File: config.mk
export PLATFORM = sky130hd
export DESIGN_NAME = cq_thread_regs
export DESIGN_NICKNAME = d
export VERILOG_FILES = /design/src/rtl/cqr_pkg.sv /design/src/rtl/cqr_addr_dec.sv /design/src/rtl/cqr_thread.sv /design/src/rtl/cqr_irq_merge.sv /design/src/rtl/cq_thread_regs.sv
export SDC_FILE = /design/constraint.sdc
export NUM_CORES = 2
export LEC_CHECK = 0
export ABC_AREA = 1
export BUFFER_PORTS_ARGS = -buffer_cell sky130_fd_sc_hd__buf_2
export CAP_MARGIN = 20
export CORE_AREA = 2 2 715 717
export DETAILED_ROUTE_END_ITERATION = 10
export DIE_AREA = 0 0 717 719
export PLACE_DENSITY_LB_ADDON = 0.1
export SLEW_MARGIN = 20
export SYNTH_ARGS = -nofsm -noshare
export SYNTH_HDL_FRONTEND = slang
export SYNTH_SLANG_ARGS = --single-unit
File: constraint.sdc
create_clock -name clk -period 2.8 [get_ports clk]
set_input_delay 0.28 -clock clk [delete_from_list [all_inputs] [get_ports clk]]
set_output_delay 0.28 -clock clk [all_outputs]
set_load 0.005 [all_outputs]
File: src/rtl/cqr_pkg.sv
package cqr_pkg;

    localparam int DW            = 32;
    localparam int WIN_SHIFT     = 7;
    localparam int THR_BASE      = 'h100;
    localparam int GLOB_IRQ_ADDR = 'h010;
    localparam int IRQ_W         = 5;
    localparam logic [IRQ_W-1:0] IRQ_KEEP = 5'b10011;

    typedef enum logic [3:0] {
        SEL_NONE,
        SEL_WRST,
        SEL_EN,
        SEL_SUSP,
        SEL_STAT,
        SEL_ISTA,
        SEL_IEN,
        SEL_PC,
        SEL_END,
        SEL_WAIT,
        SEL_PRIO
    } reg_sel_e;

    typedef struct packed {
        logic fault;
        logic error;
        logic done;
    } core_evt_t;

    function automatic reg_sel_e decode_off(input logic [WIN_SHIFT-1:0] off);
        case (off)
            7'h00:   return SEL_WRST;
            7'h04:   return SEL_EN;
            7'h08:   return SEL_SUSP;
            7'h0C:   return SEL_STAT;
            7'h10:   return SEL_ISTA;
            7'h14:   return SEL_IEN;
            7'h20:   return SEL_PC;
            7'h24:   return SEL_END;
            7'h30:   return SEL_WAIT;
            7'h40:   return SEL_PRIO;
            default: return SEL_NONE;
        endcase
    endfunction

    function automatic logic [IRQ_W-1:0] evt_bits(input core_evt_t e);
        return {e.fault, 2'b00, e.error, e.done};
    endfunction

endpackage

File: src/rtl/cqr_addr_dec.sv
module cqr_addr_dec
    import cqr_pkg::*;
#(
    parameter int NUM_THR = 16,
    parameter int ADDR_W  = 12
) (
    input  logic [ADDR_W-1:0]  addr,
    output logic [NUM_THR-1:0] thr_hit,
    output reg_sel_e           sel,
    output logic               glob_hit
);
    logic              in_thr;
    logic [ADDR_W-1:0] rel;
    logic [ADDR_W-1:0] idx;

    always_comb begin
        in_thr   = addr >= ADDR_W'(THR_BASE);
        rel      = addr - ADDR_W'(THR_BASE);
        idx      = rel >> WIN_SHIFT;
        glob_hit = addr == ADDR_W'(GLOB_IRQ_ADDR);
        sel      = in_thr ? decode_off(addr[WIN_SHIFT-1:0]) : SEL_NONE;
    end

    for (genvar i = 0; i < NUM_THR; i++) begin : g_hit
        assign thr_hit[i] = in_thr && (idx == ADDR_W'(i));
    end
endmodule

File: src/rtl/cqr_thread.sv
module cqr_thread
    import cqr_pkg::*;
#(
    parameter int RST_CYCLES = 3,
    parameter int PRIO_W     = 3
) (
    input  logic              clk,
    input  logic              rst,
    input  logic              wr_hit,
    input  reg_sel_e          sel,
    input  logic [DW-1:0]     wdata,
    input  core_evt_t         evt,
    input  logic              core_halted,
    input  logic              core_waiting,
    input  logic              core_pc_upd,
    input  logic [DW-1:0]     core_pc_val,
    output logic [DW-1:0]     rd_word,
    output logic              run_o,
    output logic              halt_req_o,
    output logic              reset_o,
    output logic              pc_load_o,
    output logic [DW-1:0]     pc_o,
    output logic [DW-1:0]     end_o,
    output logic [PRIO_W-1:0] prio_o,
    output logic              pend_o
);
    localparam int RCW = $clog2(RST_CYCLES + 1);

    logic [RCW-1:0]    rcnt;
    logic              en_q, susp_q, pcl_q;
    logic [IRQ_W-1:0]  ista_q, ien_q;
    logic [DW-1:0]     pc_q, end_q;
    logic [PRIO_W-1:0] prio_q;
    logic              busy, start, wr_act;

    assign busy   = rcnt != '0;
    assign wr_act = wr_hit && !busy;
    assign start  = wr_act && (sel == SEL_WRST) && wdata[0];

    always_ff @(posedge clk) begin
        if (rst) begin
            rcnt   <= '0;
            en_q   <= 1'b0;
            susp_q <= 1'b0;
            pcl_q  <= 1'b0;
            ista_q <= '0;
            ien_q  <= '0;
            pc_q   <= '0;
            end_q  <= '0;
            prio_q <= '0;
        end else if (busy) begin
            rcnt  <= rcnt - 1'b1;
            pcl_q <= 1'b0;
        end else if (start) begin
            rcnt   <= RCW'(RST_CYCLES);
            en_q   <= 1'b0;
            susp_q <= 1'b0;
            pcl_q  <= 1'b0;
            ista_q <= '0;
            ien_q  <= '0;
            pc_q   <= '0;
            end_q  <= '0;
            prio_q <= '0;
        end else begin
            ista_q <= ((wr_act && sel == SEL_ISTA) ? (ista_q & wdata[IRQ_W-1:0]) : ista_q)
                      | (evt_bits(evt) & IRQ_KEEP);
            if (wr_act && sel == SEL_EN)   en_q   <= wdata[0];
            if (wr_act && sel == SEL_SUSP) susp_q <= wdata[0];
            if (wr_act && sel == SEL_IEN)  ien_q  <= wdata[IRQ_W-1:0] & IRQ_KEEP;
            if (wr_act && sel == SEL_END)  end_q  <= wdata;
            if (wr_act && sel == SEL_PRIO) prio_q <= wdata[PRIO_W-1:0];
            if (wr_act && sel == SEL_PC) begin
                pc_q  <= wdata;
                pcl_q <= 1'b1;
            end else begin
                pcl_q <= 1'b0;
                if (core_pc_upd) pc_q <= core_pc_val;
            end
        end
    end

    always_comb begin
        case (sel)
            SEL_WRST: rd_word = {31'b0, busy};
            SEL_EN:   rd_word = {31'b0, en_q};
            SEL_SUSP: rd_word = {31'b0, susp_q};
            SEL_STAT: rd_word = {30'b0, susp_q & (core_halted | ~en_q), 1'b0};
            SEL_ISTA: rd_word = {{(DW-IRQ_W){1'b0}}, ista_q};
            SEL_IEN:  rd_word = {{(DW-IRQ_W){1'b0}}, ien_q};
            SEL_PC:   rd_word = pc_q;
            SEL_END:  rd_word = end_q;
            SEL_WAIT: rd_word = {core_waiting & en_q, 31'b0};
            SEL_PRIO: rd_word = {{(DW-PRIO_W){1'b0}}, prio_q};
            default:  rd_word = '0;
        endcase
    end

    assign run_o      = en_q & ~busy;
    assign halt_req_o = susp_q;
    assign reset_o    = busy;
    assign pc_load_o  = pcl_q;
    assign pc_o       = pc_q;
    assign end_o      = end_q;
    assign prio_o     = prio_q;
    assign pend_o     = |(ista_q & ien_q);

    p_busy_quiet_r3: assert property (@(posedge clk) disable iff (rst)
        busy |-> (!en_q && !susp_q && ista_q == '0 && ien_q == '0 && pc_q == '0));

    p_wrst_start_r2: assert property (@(posedge clk) disable iff (rst)
        start |=> (reset_o && !run_o));

    p_evt_wins_r6: assert property (@(posedge clk) disable iff (rst)
        (!busy && !start && evt.done) |=> ista_q[0]);

    p_pc_load_r9: assert property (@(posedge clk) disable iff (rst)
        (wr_act && !start && sel == SEL_PC) |=> (pc_load_o && pc_o == $past(wdata)));
endmodule

File: src/rtl/cqr_irq_merge.sv
module cqr_irq_merge
    import cqr_pkg::*;
#(
    parameter int NUM_THR = 16
) (
    input  logic               clk,
    input  logic               rst,
    input  logic [NUM_THR-1:0] pend,
    output logic [DW-1:0]      glob_o,
    output logic               irq_o
);
    for (genvar i = 0; i < DW; i++) begin : g_bit
        if (i < NUM_THR) begin : g_live
            assign glob_o[i] = ~pend[i];
        end else begin : g_zero
            assign glob_o[i] = 1'b0;
        end
    end

    assign irq_o = |pend;

    p_glob_irq_r8: assert property (@(posedge clk) disable iff (rst)
        irq_o == (glob_o[NUM_THR-1:0] != {NUM_THR{1'b1}}));
endmodule

File: src/rtl/cq_thread_regs.sv
module cq_thread_regs
    import cqr_pkg::*;
#(
    parameter int NUM_THR    = 16,
    parameter int ADDR_W     = 12,
    parameter int RST_CYCLES = 3,
    parameter int PRIO_W     = 3
) (
    input  logic                           clk,
    input  logic                           rst,
    input  logic                           bus_wr,
    input  logic [ADDR_W-1:0]              bus_addr,
    input  logic [31:0]                    bus_wdata,
    output logic [31:0]                    bus_rdata,
    input  logic [NUM_THR-1:0]             core_halted,
    input  logic [NUM_THR-1:0]             core_waiting,
    input  logic [NUM_THR-1:0]             core_done,
    input  logic [NUM_THR-1:0]             core_error,
    input  logic [NUM_THR-1:0]             core_fault,
    input  logic [NUM_THR-1:0]             core_pc_upd,
    input  logic [NUM_THR-1:0][31:0]       core_pc_val,
    output logic [NUM_THR-1:0]             thr_run,
    output logic [NUM_THR-1:0]             thr_halt_req,
    output logic [NUM_THR-1:0]             thr_reset,
    output logic [NUM_THR-1:0]             thr_pc_load,
    output logic [NUM_THR-1:0][31:0]       thr_pc,
    output logic [NUM_THR-1:0][31:0]       thr_end,
    output logic [NUM_THR-1:0][PRIO_W-1:0] thr_prio,
    output logic                           irq
);
    logic [NUM_THR-1:0] thr_hit;
    logic [NUM_THR-1:0] pend;
    logic               glob_hit;
    reg_sel_e           sel;
    logic [DW-1:0]      glob_word;
    logic [DW-1:0]      rd_word [NUM_THR];

    cqr_addr_dec #(.NUM_THR(NUM_THR), .ADDR_W(ADDR_W)) u_dec (
        .addr     (bus_addr),
        .thr_hit  (thr_hit),
        .sel      (sel),
        .glob_hit (glob_hit)
    );

    for (genvar i = 0; i < NUM_THR; i++) begin : g_thr
        core_evt_t ev;
        assign ev = '{fault: core_fault[i], error: core_error[i], done: core_done[i]};

        cqr_thread #(.RST_CYCLES(RST_CYCLES), .PRIO_W(PRIO_W)) u_thr (
            .clk          (clk),
            .rst          (rst),
            .wr_hit       (bus_wr && thr_hit[i]),
            .sel          (sel),
            .wdata        (bus_wdata),
            .evt          (ev),
            .core_halted  (core_halted[i]),
            .core_waiting (core_waiting[i]),
            .core_pc_upd  (core_pc_upd[i]),
            .core_pc_val  (core_pc_val[i]),
            .rd_word      (rd_word[i]),
            .run_o        (thr_run[i]),
            .halt_req_o   (thr_halt_req[i]),
            .reset_o      (thr_reset[i]),
            .pc_load_o    (thr_pc_load[i]),
            .pc_o         (thr_pc[i]),
            .end_o        (thr_end[i]),
            .prio_o       (thr_prio[i]),
            .pend_o       (pend[i])
        );
    end

    cqr_irq_merge #(.NUM_THR(NUM_THR)) u_irq (
        .clk    (clk),
        .rst    (rst),
        .pend   (pend),
        .glob_o (glob_word),
        .irq_o  (irq)
    );

    always_comb begin
        bus_rdata = glob_hit ? glob_word : '0;
        for (int i = 0; i < NUM_THR; i++) begin
            if (thr_hit[i]) bus_rdata = bus_rdata | rd_word[i];
        end
    end

    p_one_window_r1: assert property (@(posedge clk) disable iff (rst)
        $onehot0(thr_hit) && !(glob_hit && thr_hit != '0));
endmodule

==> impl_metrics.csv <==
group,metric,value,unit
floorplan,die_w,717,µm
placement,gp_congestion,0.996,
worst_setup_path,arrival,3.29,ns
worst_setup_path,crit_path_end_kind,"output port",
timing,layout_min_cycle_time,3.57,ns
placement,port-buffer-count,1823,
cts,cts_tree,"built",
timing,slew_headroom,24.6,%
final_layout,drive_gt1_share,34.0,%
worst_setup_path,cp-start-kind,"primary input",
yosys,synth_edf_count,0,
pwr,clock_power_share,35.2,%
final_layout,multi_input_comb_area,37200,µm²
worst_setup_path,slowest_stage,"nand4_1",
timing,rsz0062_at_grt,"true",
pwr,totalPowerFinal,77.5,mW
route,via_per_inst,4.49,
timing,drv_slew,0,
placement,place_hpwl,711,mm
timing,min_period_over_period,128,%
floorplan,io_pins,1824,
route,first_pass_iters,5,
timing,tightest_slew,1.13,ns
yosys,netlist_top_cells_count,"nand2_1 (3034), dfxtp_1 (1280), a21oi_1 (1114)",
global_routing,grt_start_max_net_pins,126,
global_routing,grt_pass1_wl,1050,mm
yosys,netlist_instances,9880,
yosys,yosysMostFrequentCell,"nand2_1",
worst_setup_path,cpPeakStageDelay,0.50,ns
cts,clkTransAtPathRegs,0.06,ns
worst_setup_path,r2r_start,"g_thr[10].u_thr.rcnt[0]",
final_layout,fin_cells,20200,
pwr,power.switching,33.0,mW
worst_setup_path,cp_max_fo,8,
yosys,ys_seq_area_share,39.4,%
yosys,synth_top_area_cell,"dfxtp_1",
pwr,power_leakage,49.0,nW
global_routing,antenna_found_initial,167,
global_routing,globalRouteTotalUtil,31.8,%
worst_setup_path,worstPathCellList,"buf_8 -> nor2_4 -> nand2_4 -> nor2_4 -> buf_6 -> nand2_4 -> nand3_4 -> nand2_4 -> nand2_4 -> nor2_4 -> buf_12 -> buf_16 -> buf_12 -> buf_12 -> a22o_4 -> nand2_4 -> nand2_2 -> nor2_2 -> nand4_1 -> buf_2",
cts,cts_buffers,196,
worst_setup_path,required,2.52,ns
route,wl_per_cell,42.6,µm
worst_setup_path,crit_top_cell,"nand2_4",
yosys,async_flop_share,0,%
placement,placed_cells,19000,
floorplan,die-area,516000,µm²
route,drtAntennaViolNets,0,
worst_setup_path,reg2reg_to,"g_thr[10].u_thr.pc_o[16]",
status,status,"finished, violations left",
pwr,power_frac_comb,30.1,%
worst_setup_path,critPathTopFamily,"simple AND/OR/NAND/NOR gates",
route,route.detailed.drc,0,
yosys,avgSynthCellArea,6.58,µm²
timing,setup_viol_count_final,33,
floorplan,rows,262,
floorplan,start_util,12.8,%
yosys,synth_cell_types,54,
timing,worst_slack,-0.771,ns
worst_hold_path,hold_class,"in2reg",
global_routing,grt_pass1_vias,87000,
worst_setup_path,crit_buf_inv,7,
final_layout,final_nets,13900,
worst_setup_path,path_class,"in2out",
route,drt_iter0_drc,8939,
final_layout,fillCellCount,57400,
pwr,seqPwrFrac,34.7,%
status,violations,"negative setup slack",
yosys,ys_warn_count,0,
floorplan,core-area,508000,µm²
pwr,power_density,682,nW/µm²
pwr,p_int,44.5,mW
timing,fmax,280,MHz
run,cap_violations,0,
global_routing,grt_overflow,0,
yosys,yosysTopAreaCellShare,39.4,%
timing,skew,0.0733,ns
worst_setup_path,r2r_cells,18,
yosys,synth.cell_area,65000,µm²
yosys,synth_nets,10600,
final_layout,area_growth,75.0,%
cts,cts.sink_count,1280,
cts,cts_max_path_buffers,4,
worst_hold_path,hold_path.startpoint,"core_pc_upd[9]",
worst_hold_path,hold_end,"g_thr[9].u_thr.pc_o[1]",
cts,root_buffer,"clkbuf_16",
cts,clkLatencyLatePin,0.99,ns
worst_setup_path,r2r_slack,0.11,ns
yosys,ys_ff_latch,1280,
worst_hold_path,hold-path-cell-count,6,
timing,setup_tns,-16.80,ns
floorplan,dieHeight,719,µm
timing,timing.final.hold_violations,0,
route,vias,90800,
yosys,netlist_top_cells_area,"dfxtp_1 (39%), nand2_1 (18%), a21oi_1 (8.6%)",
pwr,irDropWorstVdd,0.000580,V
route,wl,861,mm
yosys,synth_flop_cell,"dfxtp_1",
cts,htreeDepth,4,
final_layout,final-seq-area,25600,µm²
pwr,swShare,42.6,%
==> cells in the final DEF, fill, tap and decap left out, drive strengths merged, types with 8 or more instances in the layout <==
| cell | Yosys | layout |
|---|---|---|
| nor2 | 930 | 930 |
| nand4 | 92 | 92 |
| diode | 0 | 75 |
| nand3 | 229 | 229 |
| nand3b | 18 | 18 |
| inv | 519 | 522 |
| dfxtp | 1280 | 1280 |
| clkinv | 12 | 55 |
| o21ai | 1099 | 1099 |
| nor3 | 53 | 53 |
| o32ai | 13 | 13 |
| a22o | 104 | 104 |
| nand2 | 3045 | 3045 |
| o22ai | 23 | 23 |
| bufinv | 0 | 17 |
| o211ai | 158 | 158 |
| a32o | 25 | 25 |
| a31oi | 8 | 8 |
| buf | 273 | 3395 |
| a21oi | 1114 | 1114 |
| or2 | 15 | 15 |
| clkbuf | 593 | 295 |
| dlygate4sd3 | 0 | 630 |
| o2111ai | 37 | 37 |
| a2111oi | 27 | 27 |
| clkinvlp | 0 | 9 |
| ha | 19 | 19 |
| a211oi | 163 | 163 |
==> sequential cells by signal, summed over array words and instances (netlist names) <==
| register | cells |
|---|---|
| g_thr.u_thr.pc_o | 512 |
| g_thr.u_thr.rcnt | 32 |
| g_thr.u_thr.prio_o | 48 |
| g_thr.u_thr.ien_q | 48 |
| g_thr.u_thr.halt_req_o | 16 |
| g_thr.u_thr.en_q | 16 |
| g_thr.u_thr.end_o | 512 |
| g_thr.u_thr.pc_load_o | 16 |
| g_thr.u_thr.ista_q | 80 |
==> what timing repair did <==
action	4_1_cts	5_1_grt
setup endpoints to repair	114	99
pin swaps	187	242
buffers inserted	143	92
gates resized for setup	787	460
hold endpoints to repair	920	0
hold buffers	632	0
cloned	21	18
==> per-layer routing <==
layer / routed length (µm) / global-route usage [%] / vias to the layer above / share of wire (%)
met2: 400000 / 53.1 / 4144 / 46
met1: 334000 / 36.7 / 45700 / 39
li1: - / - / 39800 / -
met5: 589 / 0.364 / - / 0.068
met4: 65300 / 19.1 / 52 / 7.6
met3: 61100 / 7.54 / 1112 / 7.1
==> power groups by stage <==
stage / clock, mW / sequential (mW) / combinational, mW
finish: 27.3 / 26.9 / 23.3
global route: 28.3 / 26.7 / 24.2
CTS: 27.8 / 27.0 / 22.2
detailed placement: 0 / 27.3 / 20.8
global placement: 0 / 27.4 / 20.9
floorplan: 0 / 22.7 / 7.10
==> area by class of cell <==
type	instances	area share, %
repair buffers	4048	29.3
inverters	531	1.89
clock buffers	277	4.99
flip-flops and latches	1280	22.6
diodes	75	0.165
clock inverters	72	0.895
multi-input cells	7203	32.8
well taps	6732	7.41
==> worst max path at each step <==
stage | from | end | slack [ns] | cells after the start
after global routing | bus_addr[9] | bus_rdata[6] | -0.73 | 21
final | bus_addr[5] | bus_rdata[6] | -0.77 | 20
after detailed placement | bus_addr[5] | bus_rdata[20] | -1.70 | 21
after global placement | bus_addr[9] | bus_rdata[20] | -1.75 | 21
after floorplan | bus_addr[9] | bus_rdata[27] | 0.18 | 16
after CTS | bus_addr[4] | bus_rdata[10] | -0.75 | 21
==> cell families (layout without fill, tap and decap cells) <==
| kind of cell | after synthesis | after routing | synth area share (%) |
|---|---|---|---|
| flip-flops | 1280 | 1280 | 39.4 |
| AO/OA/AOI/OAI | 2790 | 2790 | 24.4 |
| adder cells (fa/ha/maj) | 19 | 19 | 0.366 |
| other | 0 | 75 | 0 |
| AND/OR/NAND/NOR | 4394 | 4394 | 26.9 |
| buffers and inverters | 1397 | 4928 | 8.84 |
==> metrics by stage <==
stage	setup WS, ns	hold WS [ns]	utilization [%]	instance area [µm²]
floorplan	0.182	0.421	-	65000
global placement	-1.75	0.442	18.4	93300
detailed placement	-1.70	0.445	18.4	93400
CTS	-0.752	0.00385	21.9	111000
global route	-0.730	0.0836	22.4	114000
finish	-0.771	0.0558	22.4	114000
==> worst min-delay path, delay by kind of cell <==
kind | cells | cell delay [ns]
buf+inv | 3 | 0.36
compound gates | 2 | 0.25
simple gates | 1 | 0.04
Power figures use the tool's default switching activity.
